<file path="src/rtl/pwm_sine_pkg.sv">
package pwm_sine_pkg;
  localparam int SAMP_W   = 5;
  localparam int TBL_LEN  = 100;
  localparam int IDX_W    = $clog2(TBL_LEN);
  localparam int QTR      = TBL_LEN / 4;
  localparam int SAMP_MID = 16;

  // Magnitude of 15*sin over the first quarter period, rounded; k = 0..25
  function automatic logic [3:0] quarter_mag(input logic [4:0] k);
    logic [3:0] m;
    case (k)
      5'd0:  m = 4'd0;
      5'd1:  m = 4'd1;
      5'd2:  m = 4'd2;
      5'd3:  m = 4'd3;
      5'd4:  m = 4'd4;
      5'd5:  m = 4'd5;
      5'd6:  m = 4'd6;
      5'd7:  m = 4'd6;
      5'd8:  m = 4'd7;
      5'd9:  m = 4'd8;
      5'd10: m = 4'd9;
      5'd11: m = 4'd10;
      5'd12: m = 4'd10;
      5'd13: m = 4'd11;
      5'd14: m = 4'd12;
      5'd15: m = 4'd12;
      5'd16: m = 4'd13;
      5'd17: m = 4'd13;
      5'd18: m = 4'd14;
      5'd19: m = 4'd14;
      5'd20: m = 4'd14;
      default: m = 4'd15;
    endcase
    return m;
  endfunction
endpackage

</file>
<file path="src/rtl/pwm_sine_rst_sync.sv">
module pwm_sine_rst_sync (
  input  logic clk_i,
  input  logic arst_ni,
  output logic rst_no
);
  logic meta_q;
  logic sync_q;

  always_ff @(posedge clk_i or negedge arst_ni) begin
    if (!arst_ni) begin
      meta_q <= 1'b0;
      sync_q <= 1'b0;
    end else begin
      meta_q <= 1'b1;
      sync_q <= meta_q;
    end
  end

  assign rst_no = sync_q;
endmodule

</file>
<file path="src/rtl/pwm_sine_counter.sv">
module pwm_sine_counter #(
  parameter int CNT_W = 5
) (
  input  logic             clk_i,
  input  logic             rst_ni,
  input  logic             en_i,
  output logic [CNT_W-1:0] cnt_o
);
  logic [CNT_W-1:0] cnt_q;
  logic [CNT_W-1:0] cnt_d;

  always_comb begin
    cnt_d = cnt_q;
    if (en_i) cnt_d = cnt_q + 1'b1;
  end

  always_ff @(posedge clk_i or negedge rst_ni) begin
    if (!rst_ni) cnt_q <= '0;
    else         cnt_q <= cnt_d;
  end

  assign cnt_o = cnt_q;

  p_cnt_step_r2: assert property (@(posedge clk_i) disable iff (!rst_ni)
    en_i |=> cnt_q == $past(cnt_q) + 1'b1);
  p_cnt_hold_r7: assert property (@(posedge clk_i) disable iff (!rst_ni)
    !en_i |=> $stable(cnt_q));
endmodule

</file>
<file path="src/rtl/pwm_sine_table.sv">
module pwm_sine_table
  import pwm_sine_pkg::*;
(
  input  logic [IDX_W-1:0]  idx_i,
  output logic [SAMP_W-1:0] samp_o
);
  localparam logic [IDX_W-1:0] Q1 = IDX_W'(QTR);
  localparam logic [IDX_W-1:0] Q2 = IDX_W'(2 * QTR);
  localparam logic [IDX_W-1:0] Q3 = IDX_W'(3 * QTR);
  localparam logic [IDX_W-1:0] Q4 = IDX_W'(TBL_LEN);

  logic [IDX_W-1:0] k;
  logic             neg;
  logic [3:0]       mag;

  // Fold the index into the first quarter and pick the sign
  always_comb begin
    if (idx_i <= Q1) begin
      k = idx_i;       neg = 1'b0;
    end else if (idx_i <= Q2) begin
      k = Q2 - idx_i;  neg = 1'b0;
    end else if (idx_i <= Q3) begin
      k = idx_i - Q2;  neg = 1'b1;
    end else begin
      k = Q4 - idx_i;  neg = 1'b1;
    end
    mag = quarter_mag(k[4:0]);
    if (neg) samp_o = SAMP_W'(SAMP_MID) - SAMP_W'(mag);
    else     samp_o = SAMP_W'(SAMP_MID) + SAMP_W'(mag);
  end
endmodule

</file>
<file path="src/rtl/pwm_sine_seq.sv">
module pwm_sine_seq
  import pwm_sine_pkg::*;
#(
  parameter int CNT_W = 5
) (
  input  logic             clk_i,
  input  logic             rst_ni,
  input  logic             en_i,
  input  logic             tick_i,
  output logic [IDX_W-1:0] idx_o,
  output logic [CNT_W-1:0] duty_o
);
  localparam int SHIFT = CNT_W - SAMP_W;
  localparam logic [IDX_W-1:0] LAST = IDX_W'(TBL_LEN - 1);

  logic [IDX_W-1:0]  idx_q, idx_d;
  logic [CNT_W-1:0]  duty_q, duty_d;
  logic [SAMP_W-1:0] samp_nxt;
  logic [CNT_W-1:0]  duty_nxt;
  logic [CNT_W-1:0]  duty_mid;
  logic              adv;

  pwm_sine_table u_table (
    .idx_i  (idx_d),
    .samp_o (samp_nxt)
  );

  generate
    if (SHIFT == 0) begin : g_noshift
      assign duty_nxt = samp_nxt;
      assign duty_mid = CNT_W'(SAMP_MID);
    end else begin : g_shift
      assign duty_nxt = {samp_nxt, {SHIFT{1'b0}}};
      assign duty_mid = {SAMP_W'(SAMP_MID), {SHIFT{1'b0}}};
    end
  endgenerate

  assign adv = en_i & tick_i;

  always_comb begin
    idx_d = idx_q;
    if (adv) idx_d = (idx_q == LAST) ? '0 : idx_q + 1'b1;
  end

  always_comb begin
    duty_d = duty_q;
    if (adv) duty_d = duty_nxt;
  end

  always_ff @(posedge clk_i or negedge rst_ni) begin
    if (!rst_ni) begin
      idx_q  <= '0;
      duty_q <= duty_mid;
    end else begin
      idx_q  <= idx_d;
      duty_q <= duty_d;
    end
  end

  assign idx_o  = idx_q;
  assign duty_o = duty_q;

  p_idx_range_r4: assert property (@(posedge clk_i) disable iff (!rst_ni)
    idx_q <= LAST);
  p_idx_wrap_r4: assert property (@(posedge clk_i) disable iff (!rst_ni)
    (en_i && tick_i && idx_q == LAST) |=> idx_q == '0);
  p_idx_hold_r7: assert property (@(posedge clk_i) disable iff (!rst_ni)
    !en_i |=> ($stable(idx_q) && $stable(duty_q)));
  p_duty_range_r3: assert property (@(posedge clk_i) disable iff (!rst_ni)
    (duty_q >> SHIFT) >= CNT_W'(1) && (duty_q >> SHIFT) <= CNT_W'(31));
endmodule

</file>
<file path="src/rtl/pwm_sine_dac.sv">
module pwm_sine_dac
  import pwm_sine_pkg::*;
#(
  parameter int CNT_W = 5
) (
  input  logic             clk_i,
  input  logic             rst_ni,
  input  logic             en_i,
  input  logic             tick_i,
  output logic             pwm_o,
  output logic [IDX_W-1:0] idx_o,
  output logic [CNT_W-1:0] cnt_o
);
  logic             rst_sync_n;
  logic [CNT_W-1:0] cnt;
  logic [CNT_W-1:0] duty;

  pwm_sine_rst_sync u_rst (
    .clk_i   (clk_i),
    .arst_ni (rst_ni),
    .rst_no  (rst_sync_n)
  );

  pwm_sine_counter #(.CNT_W(CNT_W)) u_cnt (
    .clk_i  (clk_i),
    .rst_ni (rst_sync_n),
    .en_i   (en_i),
    .cnt_o  (cnt)
  );

  pwm_sine_seq #(.CNT_W(CNT_W)) u_seq (
    .clk_i  (clk_i),
    .rst_ni (rst_sync_n),
    .en_i   (en_i),
    .tick_i (tick_i),
    .idx_o  (idx_o),
    .duty_o (duty)
  );

  assign pwm_o = en_i & (cnt < duty);
  assign cnt_o = cnt;

  p_pwm_top_low_r1: assert property (@(posedge clk_i) disable iff (!rst_sync_n)
    (cnt_o == {CNT_W{1'b1}}) |-> !pwm_o);
  p_pwm_zero_high_r1: assert property (@(posedge clk_i) disable iff (!rst_sync_n)
    (en_i && cnt_o == '0) |-> pwm_o);
endmodule

</file>
<file path="config.mk">
export PLATFORM = sky130hd
export DESIGN_NAME = pwm_sine_dac
export DESIGN_NICKNAME = d
export VERILOG_FILES = /design/src/rtl/pwm_sine_pkg.sv /design/src/rtl/pwm_sine_rst_sync.sv /design/src/rtl/pwm_sine_counter.sv /design/src/rtl/pwm_sine_table.sv /design/src/rtl/pwm_sine_seq.sv /design/src/rtl/pwm_sine_dac.sv
export SDC_FILE = /design/constraint.sdc
export NUM_CORES = 1
export LEC_CHECK = 0
export BUFFER_PORTS_ARGS = -buffer_cell sky130_fd_sc_hd__buf_2
export CAP_MARGIN = 5
export CORE_ASPECT_RATIO = 2
export CORE_UTILIZATION = 50
export DETAILED_ROUTE_END_ITERATION = 16
export PLACE_DENSITY_LB_ADDON = 0.1
export SYNTH_ARGS = -nofsm -noshare
export SYNTH_HDL_FRONTEND = slang
export SYNTH_SLANG_ARGS = --single-unit
export TNS_END_PERCENT = 30
</file>
<file path="constraint.sdc">
create_clock -name clk_i -period 1.7 [get_ports clk_i]
set_clock_uncertainty 0.1 [all_clocks]
set_input_delay 0.255 -clock clk_i [delete_from_list [all_inputs] [get_ports clk_i]]
set_output_delay 0.255 -clock clk_i [all_outputs]
set_load 0.02 [all_outputs]
</file>
==> impl_summary.log, run 1 <==
[metrics] status: finished, violations left
[metrics] violated checks: negative setup slack
[metrics] average size of a mapped cell: 8.53 µm²
[metrics] clock slew at reported path FFs: ~70 ps
[metrics] sequential fraction of the synthesis area: 25.9%
[metrics] Cell Rows: 30
[metrics] commonest register cell after synthesis: dfrtp_1
[metrics] DRT Wirelength: about 5800 µm
[metrics] RSZ-0062 raised after global routing: true
[metrics] initial standard-cell utilization of the core: between 50 and 60%
[metrics] count of TritonRoute iterations in the first routing pass: 4
[metrics] maximum level of the CTS H-tree: 1
[metrics] launching point of the worst reg2reg path: u_seq.idx_o[1]$_DFF_PN0_
[metrics] number of nets still failing antenna checks after routing: 0
[metrics] Worst R2R End: u_seq.duty_o[1]$_DFFE_PN0N_
[metrics] Die Y-Extent: between 80 and 90 µm
[metrics] maximum frequency from static timing analysis: 229 MHz
[metrics] area inside the core boundary: between 0.003 and 0.004 mm²
[metrics] setup slack of the critical path after layout: -2660 ps
[metrics] via density per instance: 5.84
[metrics] DIE AREA: between 0.003 and 0.004 mm²
[metrics] total power divided by cell area: 2410 mW/mm²
[metrics] leakage: ~1.2 nW
[metrics] Worst Hold Class: reg -> async
[metrics] count of flip-flops with a built-in enable after synthesis: 0
[metrics] maximum resistive drop on vdd: between 2000 and 2500 µV
[metrics] largest net degree at the start of global routing: 18
[metrics] Post-Synthesis Cell Area: 0.00184 mm²
[metrics] number of antenna repair diodes: 0
[metrics] clock tree buffer depth: 2
[metrics] CP Data Arrival Time: approximately 4400 ps
[metrics] crit share post-route: 257%
[metrics] first-pass GRT wire length: 9230 µm
[metrics] antenna violations before repair: 0
[metrics] Mapped Nets: 239
[metrics] Skew-Pair Late Insertion Delay: approximately 250 ps
[metrics] relative slew slack: between 50 and 60%
[metrics] number of CTS-inserted buffers: 3
[metrics] placer's final routability congestion estimate: about 0.9
[metrics] Final Hold Slack: 176 ps
[metrics] total global routing track utilization: between 30% and 40%
[metrics] worst reg-to-reg setup slack: -2660 ps
[metrics] Total Neg Setup Slack: -13380 ps
[metrics] share of flip-flops with an asynchronous set or reset: 100%
[metrics] Layout area overhead: 47.8%
[metrics] global-route congestion overflow total: 0
[metrics] count of endpoints failing setup in the final report: 8
[metrics] TritonCTS clock tree: done
[metrics] crit path max fanout: 7
[metrics] Nets: approximately 320
[metrics] I/O pin count: 17
[metrics] number of hold-slack violations in the final timing report: 0
[metrics] FF-to-FF path depth: 19
[metrics] post-synthesis cell count: about 220
[metrics] clk sink count: 19
[metrics] iteration-0 DRC count of the detailed router: 62
[metrics] detailed-route DRC error count: 0
[metrics] capturing element type of the critical path: register
[metrics] WL/cell: about 17 µm
[metrics] final core utilization: 78.8%
[metrics] number of unique standard cell types used by synthesis: 60
[metrics] yosys synthesis warning count: 0
[metrics] Detailed Place HPWL: approximately 4400 µm
[metrics] vias: 2026
[metrics] post-layout min period: roughly 4400 ps
[metrics] cell at the root of the clock tree: clkbuf_8
[metrics] Critical Path RT: 1740 ps
[metrics] Startpoint Class: register
[metrics] number of buffers inserted by port buffering: 16
[metrics] kind of critical path: reg -> reg
[metrics] fraction of final layout cells sized beyond drive strength 1: between 40% and 50%
[metrics] die outline width: between 40 and 50 µm
[metrics] number of flip-flops and latches in the synthesized netlist: 19
[metrics] number of global-route vias before repair: about 2000
[metrics] number of violations of the max-capacitance limit: 0
[metrics] transition time of the tightest slew-check pin: around 660 ps
[metrics] final max-slew violation count: 0
## power by group
part	switching, mW	total [mW]	internal [mW]
registers	0.140	0.780	0.640
clock network	0.141	0.304	0.162
logic	2.67	5.48	2.81
## worst max-delay path: stages, from the launching register on
cell	delay, ps
dfrtp_2	430
ha_4	170
or3b_4	250
nor2_4	40
o21ai_4	140
inv_2	70
ha_4	170
o211ai_1	200
nor3_2	80
or4_4	440
a311oi_4	350
mux2i_1	150
o311a_4	410
buf_4	140
mux2_4	260
a211o_1	350
ha_4	260
o21ai_2	50
o31a_1	150
o21ai_2	50
## how the worst max path moves through the flow
stage                                   startpoint                          end  slack, ps
after floorplan           u_seq.idx_o[1]$_DFF_PN0_  u_seq.duty_o[1]$_DFFE_PN0N_      -2870
after global placement    u_seq.idx_o[0]$_DFF_PN0_  u_seq.duty_o[1]$_DFFE_PN0N_      -2670
after detailed placement  u_seq.idx_o[5]$_DFF_PN0_  u_seq.duty_o[1]$_DFFE_PN0N_      -2830
after CTS                 u_seq.idx_o[1]$_DFF_PN0_  u_seq.duty_o[1]$_DFFE_PN0N_      -2720
after global routing      u_seq.idx_o[1]$_DFF_PN0_  u_seq.duty_o[2]$_DFFE_PN0N_      -2860
final                     u_seq.idx_o[1]$_DFF_PN0_  u_seq.duty_o[1]$_DFFE_PN0N_      -2660
## metal layers
metal | global-route usage (%) | up-vias | share of wire [%]
li1 | - | 965 | -
met1 | 33.8 | 960 | 35
met2 | 62.0 | 78 | 57
met3 | 1.44 | 23 | 3.6
met4 | 11.3 | 0 | 4.0
met5 | 0 | - | 0
## final cells by class
| cell class | instances | area (µm²) |
|---|---|---|
| multi-input cells | 170 | 1430 |
| flip-flops and latches | 19 | 479 |
| inverters | 16 | 60.1 |
| fillers | 265 | 732 |
| repair buffers | 90 | 644 |
| well taps | 48 | 60.1 |
| clock inverters | 1 | 5.00 |
| clock buffers | 3 | 41.3 |
## cell usage after synthesis (4+ instances only)
master | instances | area share [%]
ha_1 | 19 | 13
buf_2 | 4 | 1.1
clkbuf_1 | 6 | 1.2
xnor2_1 | 6 | 2.9
a21oi_1 | 7 | 1.9
mux2i_1 | 4 | 2.2
nand4_1 | 5 | 1.7
nor2_1 | 13 | 2.6
nand2_1 | 15 | 3.1
a211oi_1 | 4 | 1.6
and2_1 | 5 | 1.7
o21ai_0 | 13 | 3.5
inv_1 | 16 | 3.3
dfrtp_1 | 18 | 24
nand2b_1 | 4 | 1.4
nand3_1 | 12 | 3.3
## cells by family after synthesis
logic type | count (synthesis) | synth area share [%]
adders and majority gates | 19 | 12.9
DFF | 19 | 25.9
other | 1 | 0.204
buffers and inverters | 27 | 5.98
AOI/OAI and AO/OA | 58 | 23.4
muxes | 6 | 3.60
xor gates and xnor gates | 9 | 5.03
and+or+nand+nor | 77 | 23.0
## stage by stage
step                cells  power (mW)  setup slack [ps]  area, µm²
floorplan             216        3.41             -2870       1890
detailed placement    334        5.35             -2830       2470
CTS                   346        6.13             -2720       2630
global placement      334        5.12             -2670       2470
finish                347        6.57             -2660       2720
global route          347        7.06             -2860       2720
## cell usage in the layout (no fill, tap or decap), types with 4 or more instances in the layout
master / synthesis / layout
buf_4: 1 / 73
dfrtp_1: 18 / 16
nand2_1: 15 / 15
ha_1: 19 / 15
buf_2: 4 / 15
inv_1: 16 / 13
nand3_1: 12 / 11
nor2_1: 13 / 8
xnor2_1: 6 / 6
nand4_1: 5 / 5
o21ai_0: 13 / 5
o21ai_1: 1 / 4
and2_4: 1 / 4
nand2b_1: 4 / 4
o21ai_2: 0 / 4
a21oi_1: 7 / 4
## state kept, by name (all words and copies together) (netlist names)
register / flops
u_rst.meta_q: 1
u_cnt.cnt_o: 5
u_seq.idx_o: 7
u_seq.duty_o: 5
u_rst.rst_no: 1
## timing repair
action	4_1_cts	5_1_grt
hold endpoints to repair	2	0
pin swaps	10	12
buffers inserted	7	1
setup endpoints to repair	10	13
resized for setup	16	23
hold buffers	1	0
(Power assumes the default switching activity.)
==> run 2: changes to the inputs <==
--- a/config.mk
+++ b/config.mk
@@ -5,6 +5,7 @@
 export SDC_FILE = /design/constraint.sdc
 export NUM_CORES = 1
 export LEC_CHECK = 0
+export ABC_AREA = 1
 export BUFFER_PORTS_ARGS = -buffer_cell sky130_fd_sc_hd__buf_2
 export CAP_MARGIN = 5
 export CORE_ASPECT_RATIO = 2
==> run 2 against run 1 <==
The flow still finishes with violations (negative setup slack). Flip-flop and latch count did not move. Final cell count is 16% higher. Via count shrank 2.2%. Global-route usage is 5.5 points lower. Critical path depth up 8. Non-clock buffer count down 9. Die area increased by 7.8%. Worst setup slack improved by 1200 ps. Clock-buffer cell count up 1. Worst hold slack better by 22 ps. Critical path type unchanged.
==> impl_summary.log, run 2 <==
[metrics] status: finished, violations left
[metrics] violated checks: negative setup slack
[metrics] worst reg-to-reg setup slack: -1430 ps (+1230 ps)
[metrics] most used cells in the layout excluding fill and tap cells: 68 x nand2_1, 63 x buf_4, 22 x inv_1, 22 x nand2_2, 21 x nand3_1
[metrics] total cell area at the placement stage: 0.00266 mm² (+7.8%)
[metrics] iteration-0 DRC count of the detailed router: 34 (-45%)
[metrics] crit share post-route: 184% (-72 points)
[metrics] Nets: 375 (+16%)
[metrics] Post-Synthesis Cell Area: 0.00199 mm² (+8.1%)
[metrics] final max-slew violation count: 0 (unchanged)
[metrics] number of CTS-inserted buffers: 3 (unchanged)
[metrics] DIE AREA: 0.00425 mm² (+7.8%)
[metrics] Bufs and invs on worst path: 3 (+1)
[metrics] largest stage delay on the critical path: 430 ps (about the same)
[metrics] Detailed Place HPWL: 4150 µm (-5.9%)
[metrics] relative slew slack: 52.6% (-3.2 points)
[metrics] launching point of the worst reg2reg path: u_seq.idx_o[0]$_DFF_PN0_
[metrics] post-synth top area share: 22.6% (-1.8 points)
[metrics] multi-input combinational cell area: 0.00145 mm² (+1.4%)
[metrics] Filler cells: 327 (+23%)
[metrics] number of unique standard cell types used by synthesis: 31 (-48%)
[metrics] antenna violations before repair: 0 (unchanged)
[metrics] Mapped Nets: 294 (+23%)
[metrics] RSZ-0062 raised after global routing: true
[metrics] clk sink count: 19 (unchanged)
[metrics] ranking of synthesized cells by area: dfrtp_1 23%, nand2_1 14%, ha_1 12%
[metrics] detailed-route DRC error count: 0 (unchanged)
[metrics] largest net degree at the start of global routing: 18 (unchanged)
[metrics] DRT Wirelength: 4880 µm (-16%)
[metrics] number of buffers inserted by port buffering: 16 (unchanged)
[metrics] Worst path most repeated cell: nand2_2
[metrics] Skew-Pair Late Insertion Delay: 250 ps (about the same)
[metrics] post-synthesis cell count: 271 (+25%)
[metrics] transition time of the tightest slew-check pin: 710 ps (+47.4 ps)
[metrics] post-placement worst setup slack: -1530 ps (+1300 ps)
[metrics] count of flip-flops with a built-in enable after synthesis: 0 (unchanged)
[metrics] sequential fraction of the synthesis area: 23.9% (-1.9 points)
[metrics] leading cell type by number of instances after synthesis: nand2_1
[metrics] CP Data Arrival Time: 3170 ps (-1230 ps)
[metrics] maximum frequency from static timing analysis: 319 MHz (+39%)
[metrics] final core utilization: 72.9% (-5.9 points)
[metrics] first-pass GRT wire length: 8390 µm (-9.1%)
[metrics] count of TritonRoute iterations in the first routing pass: 4 (unchanged)
[metrics] kind of cell adding the most delay to the critical path: simple AND/OR/NAND/NOR gates
[metrics] yosys synthesis warning count: 0 (unchanged)
[metrics] Synth top cells by count: 74 x nand2_1, 26 x inv_1, 24 x nand3_1, 19 x ha_1, 19 x nand2_2
[metrics] number of global-route vias before repair: 1991 (-2.7%)
[metrics] Cell Rows: 32 (+6.7%)
[metrics] area taken by flip-flops and latches: 483 µm² (+0.78%)
[metrics] maximum level of the CTS H-tree: 1 (unchanged)
[metrics] number of antenna repair diodes: 0 (unchanged)
[metrics] Startpoint Class: register
[metrics] clock slew at reported path FFs: 70 ps (about the same)
[metrics] placer's final routability congestion estimate: 0.829 (-10%)
[metrics] I/O pin count: 17 (unchanged)
[metrics] vias: 1982 (-2.2%)
[metrics] share of flip-flops with an asynchronous set or reset: 100% (unchanged)
[metrics] count of endpoints failing setup in the final report: 6 (-2)
[metrics] initial standard-cell utilization of the core: 51.8% (-1.5 points)
[metrics] Critical Path RT: 1740 ps (about the same)
[metrics] kind of critical path: reg -> reg
[metrics] most common library cell in the layout ignoring fill and taps: nand2_1
[metrics] commonest register cell after synthesis: dfrtp_1
[metrics] number of hold-slack violations in the final timing report: 0 (unchanged)
[metrics] post-layout min period: 3130 ps (-1230 ps)
[metrics] Worst Hold Class: reg -> async
[metrics] number of flip-flops and latches in the synthesized netlist: 19 (unchanged)
[metrics] Layout area overhead: 40.9%
[metrics] area inside the core boundary: 0.00384 mm² (+11%)
[metrics] global-route congestion overflow total: 0 (unchanged)
[metrics] WL/cell: 12.1 µm (-27%)
[metrics] summed area of non-filler cells in the final layout: 0.00280 mm² (+3.0%)
[metrics] setup slack of the critical path after layout: -1430 ps (+1230 ps)
[metrics] cell at the root of the clock tree: clkbuf_8
[metrics] number of violations of the max-capacitance limit: 0 (unchanged)
[metrics] TritonCTS clock tree: done
[metrics] number of nets still failing antenna checks after routing: 0 (unchanged)
[metrics] fraction of final layout cells sized beyond drive strength 1: 49.6% (+2.7 points)
[metrics] via density per instance: 4.93 (-16%)
[metrics] Final Hold Slack: 198 ps (+22.2 ps)
[metrics] clock tree buffer depth: 2 (unchanged)
[metrics] FF-to-FF path depth: 27 (+8)
[metrics] cell taking the most area after synthesis: dfrtp_1
[metrics] die outline width: 46.6 µm (+3.8%)
[metrics] Worst R2R End: u_seq.duty_o[2]$_DFFE_PN0N_
[metrics] Largest register FFs: 7 (unchanged)
[metrics] total global routing track utilization: 26.2% (-5.5 points)
[metrics] Die Y-Extent: 91.2 µm (+3.9%)
[metrics] average size of a mapped cell: 7.35 µm² (-14%)
[metrics] crit path max fanout: 5 (-2)
[metrics] slowest library cell on the worst path: dfrtp_2
[metrics] capturing element type of the critical path: register
[run 2: cell count changes in the layout (fill, tap and decap cells not counted), sizes merged, moves of 6 or more]
cell   change
nand3     +21
and2       -6
buf        -9
inv       +26
nand2     +82
[run 2: layout make-up]
cell class / count / area share, %
tap: 51 / 2.28
clock buffer: 4 / 1.61
multi-input combinational: 204 / 51.8
inverter: 43 / 6.34
sequential: 19 / 17.2
timing repair buffer: 81 / 20.8
[run 2: cells by family (layout without fill, tap and decap cells)]
| kind of cell | count (synthesis) | in the layout | synth area share, % |
|---|---|---|---|
| simple gates | 158 | 158 | 44.1 |
| buf+inv | 48 | 128 | 10.8 |
| fa+ha+maj | 19 | 19 | 11.9 |
| flops | 19 | 19 | 23.9 |
| compound gates | 18 | 18 | 5.47 |
| xor+xnor | 8 | 8 | 3.52 |
| other cells | 1 | 1 | 0.188 |
[run 2: repair_timing]
action	CTS	global route
setup endpoints to repair	6	6
hold buffers	1	0
pin swaps	13	7
resized for setup	9	4
endpoints found under the hold margin	2	0
setup buffers	2	1
[run 2: worst max-delay path by stage]
stage | slack [ps] | startpoint | end | cells past startpoint
after floorplan | -1470 | u_seq.idx_o[0]$_DFF_PN0_ | u_seq.duty_o[2]$_DFFE_PN0N_ | 27
after global placement | -1390 | en_i | u_seq.duty_o[2]$_DFFE_PN0N_ | 27
after detailed placement | -1530 | u_seq.idx_o[0]$_DFF_PN0_ | u_seq.duty_o[2]$_DFFE_PN0N_ | 29
after CTS | -1440 | u_seq.idx_o[0]$_DFF_PN0_ | u_seq.duty_o[2]$_DFFE_PN0N_ | 28
after global routing | -1670 | u_seq.idx_o[0]$_DFF_PN0_ | u_seq.duty_o[2]$_DFFE_PN0N_ | 28
final | -1430 | u_seq.idx_o[0]$_DFF_PN0_ | u_seq.duty_o[2]$_DFFE_PN0N_ | 27
[run 2: routing by layer]
metal / global-route usage, % / wire, µm
met1: 26.0 / 1760
met2: 52.2 / 2950
met3: 2.19 / 91
met4: 5.95 / 76
met5: 0 / 0
[run 2: through the flow]
| stage | setup TNS (ps) | std cells |
|---|---|---|
| 6_report | -7140 | 402 |
| 5_1_grt | -8330 | 402 |
| 4_1_cts | -7170 | 401 |
| 3_5_place_dp | -7340 | 394 |
| 3_3_place_gp | -6780 | 394 |
| 2_1_floorplan | -7000 | 271 |
Power of run 2 is not shown: default switching activity piles up to over one toggle a cycle in this logic, so the estimate is an artifact.
==> run 3: changes to the inputs <==
--- a/config.mk
+++ b/config.mk
@@ -12,6 +12,7 @@
 export CORE_UTILIZATION = 50
 export DETAILED_ROUTE_END_ITERATION = 16
 export PLACE_DENSITY_LB_ADDON = 0.1
+export REMOVE_ABC_BUFFERS = 1
 export SYNTH_ARGS = -nofsm -noshare
 export SYNTH_HDL_FRONTEND = slang
 export SYNTH_SLANG_ARGS = --single-unit
==> run 3 against run 2 <==
The flow still finishes with violations (negative setup slack). Flip-flop and latch count unchanged. Worst setup slack got worse by 62 ps. Wire length is 11% higher. Final cell count increased by 1.7%. Die area unchanged. Clock-buffer cell count unchanged. Largest cell class unchanged.
==> impl_summary.log, run 3 (synthesis gave the netlist of run 2 again) <==
[metrics] kind of critical path: reg -> reg
[metrics] most common library cell in the layout ignoring fill and taps: buf_4
[metrics] clock slew at reported path FFs: 70 ps (about the same)
[metrics] via density per instance: 5.03 (+2.0%)
[metrics] clk sink count: 19 (unchanged)
[metrics] Largest register FFs: 7 (unchanged)
[metrics] Worst Hold Class: reg -> async
[metrics] final max-slew violation count: 0 (unchanged)
[metrics] Filler cells: 281 (-14%)
[metrics] Layout area overhead: 49.5%
[metrics] RSZ-0062 raised after global routing: true
[metrics] number of antenna repair diodes: 0 (unchanged)
[metrics] Nets: 382 (+1.9%)
[metrics] Detailed Place HPWL: 3970 µm (-4.2%)
[metrics] number of buffers inserted by port buffering: 16 (unchanged)
[metrics] largest net degree at the start of global routing: 18 (unchanged)
[metrics] total global routing track utilization: 27.6% (+1.4 points)
[metrics] post-layout min period: 3200 ps (+62.2 ps)
[metrics] capturing element type of the critical path: register
[metrics] Startpoint Class: register
[metrics] iteration-0 DRC count of the detailed router: 28 (-18%)
[metrics] count of endpoints failing setup in the final report: 7 (+1)
[metrics] maximum level of the CTS H-tree: 1 (unchanged)
[metrics] fraction of final layout cells sized beyond drive strength 1: 54.5% (+4.9 points)
[metrics] source of the critical timing path: u_seq.idx_o[0]$_DFF_PN0_
[metrics] first-pass GRT wire length: 8820 µm (+5.1%)
[metrics] TritonCTS clock tree: done
[metrics] detailed-route DRC error count: 0 (unchanged)
[metrics] global-route congestion overflow total: 0 (unchanged)
[metrics] antenna violations before repair: 0 (unchanged)
[metrics] number of violations of the max-capacitance limit: 0 (unchanged)
[metrics] kind of cell adding the most delay to the critical path: simple AND/OR/NAND/NOR gates
[metrics] placer's final routability congestion estimate: 0.922 (+11%)
[metrics] status: finished, violations left
[metrics] initial standard-cell utilization of the core: 51.8% (unchanged)
[metrics] DIE AREA: 0.00425 mm² (unchanged)
[metrics] largest stage delay on the critical path: 440 ps (about the same)
[metrics] multi-input combinational cell area: 0.00156 mm² (+7.2%)
[metrics] Cell Rows: 32 (unchanged)
[metrics] CP Data Arrival Time: 3230 ps (+60 ps)
[metrics] vias: 2057 (+3.8%)
[metrics] violated checks: negative setup slack
[metrics] slowest library cell on the worst path: dfrtp_2
[metrics] die outline width: 46.6 µm (unchanged)
[metrics] number of global-route vias before repair: 2151 (+8.0%)
[metrics] area taken by flip-flops and latches: 478 µm² (-1.0%)
[metrics] count of TritonRoute iterations in the first routing pass: 4 (unchanged)
[metrics] cell at the root of the clock tree: clkbuf_8
[metrics] Bufs and invs on worst path: 3 (unchanged)
[metrics] area inside the core boundary: 0.00384 mm² (unchanged)
[metrics] number of CTS-inserted buffers: 3 (unchanged)
[metrics] number of hold-slack violations in the final timing report: 0 (unchanged)
[metrics] most used cells in the layout excluding fill and tap cells: 64 x buf_4, 63 x nand2_1, 22 x nand2_2
[metrics] launching point of the worst reg2reg path: u_seq.idx_o[0]$_DFF_PN0_
[metrics] clock tree buffer depth: 2 (unchanged)
[metrics] Die Y-Extent: 91.2 µm (unchanged)
[metrics] DRT Wirelength: 5400 µm (+11%)
[metrics] final core utilization: 77.4% (+4.5 points)
[metrics] number of nets still failing antenna checks after routing: 0 (unchanged)
[metrics] Worst path most repeated cell: nand2_4
[metrics] I/O pin count: 17 (unchanged)
[metrics] maximum frequency from static timing analysis: 313 MHz (-1.9%)
[metrics] WL/cell: 13.2 µm (+8.8%)
[metrics] Skew-Pair Late Insertion Delay: 250 ps (about the same)
[metrics] Critical Path RT: 1740 ps (about the same)
[metrics] setup slack of the critical path after layout: -1500 ps (-62.2 ps)
[metrics] crit share post-route: 188% (+3.7 points)
[metrics] crit path max fanout: 5 (unchanged)
[run 3: changes by cell type in the layout (fill, tap and decap cells not counted), sizes merged]
| cell | change |
|---|---|
| buf | +7 |
[run 3: area by class of cell]
cell class,instances,share of cell area (%)
Sequential cell,19,16.1
Inverter,43,5.97
Multi-Input combinational cell,204,52.3
Clock buffer,4,1.51
Tap cell,51,2.14
Timing Repair Buffer,88,22.0
[run 3: what timing repair did]
action | 4_1_cts | 5_1_grt
hold buffers | 1 | 0
pin swaps | 35 | 23
hold endpoints to repair | 2 | 0
resized for setup | 51 | 30
setup endpoints to repair | 7 | 8
setup buffers | 9 | 2
[run 3: final timing paths]
kind | slack [ps] | depth (start not counted) | end
min in group clk_i | 270 | 0 | u_rst.rst_no$_DFF_PN0_
hold reg to reg | 90 | 1 | u_seq.idx_o[2]$_DFF_PN0_
max in group asynchronous | 1160 | 1 | u_seq.duty_o[4]$_DFFE_PN1N_
hold / removal | 90 | 1 | u_seq.idx_o[2]$_DFF_PN0_
setup / recovery | -1500 | 26 | u_seq.duty_o[2]$_DFFE_PN0N_
setup reg to reg | -1500 | 26 | u_seq.duty_o[2]$_DFFE_PN0N_
[run 3: metrics by stage]
| step | instances | setup slack [ps] | setup TNS (ps) | hold slack [ps] | area (µm²) |
|---|---|---|---|---|---|
| floorplan | 266 | -1910 | -8810 | -141 | 1940 |
| global placement | 393 | -1700 | -8050 | -61.4 | 2540 |
| detailed placement | 393 | -1760 | -8350 | -57.5 | 2540 |
| CTS | 407 | -1460 | -7300 | 110 | 2860 |
| global route | 409 | -1660 | -8570 | 129 | 2980 |
| finish | 409 | -1500 | -7520 | 92.4 | 2980 |
[run 3: worst register-to-register path, stage by stage (launching register included)]
cell	delay, ps
dfrtp_2	440
ha_4	190
nand2_4	60
nor2_4	40
nand2_4	100
nand3_4	130
ha_4	200
inv_4	60
nor2_4	40
nand3_2	60
nand2_2	50
nand2_2	80
nand3_4	100
buf_6	140
buf_4	130
nand3_1	70
nand3_2	100
nand2_4	100
nand2_4	70
nor2_1	150
nor2_1	70
nand2_1	70
nand2_2	80
ha_4	170
nor2_4	70
xor2_1	140
o21ai_1	80
[run 3: layer usage]
| layer | vias up | global-route usage [%] | routed length, µm |
|---|---|---|---|
| met5 | - | 0 | 0 |
| met4 | 0 | 14.3 | 294 |
| met3 | 27 | 3.58 | 123 |
| met2 | 53 | 52.2 | 3050 |
| met1 | 951 | 25.5 | 1930 |
| li1 | 1026 | - | - |
Power of run 3 is left out for the same reason.
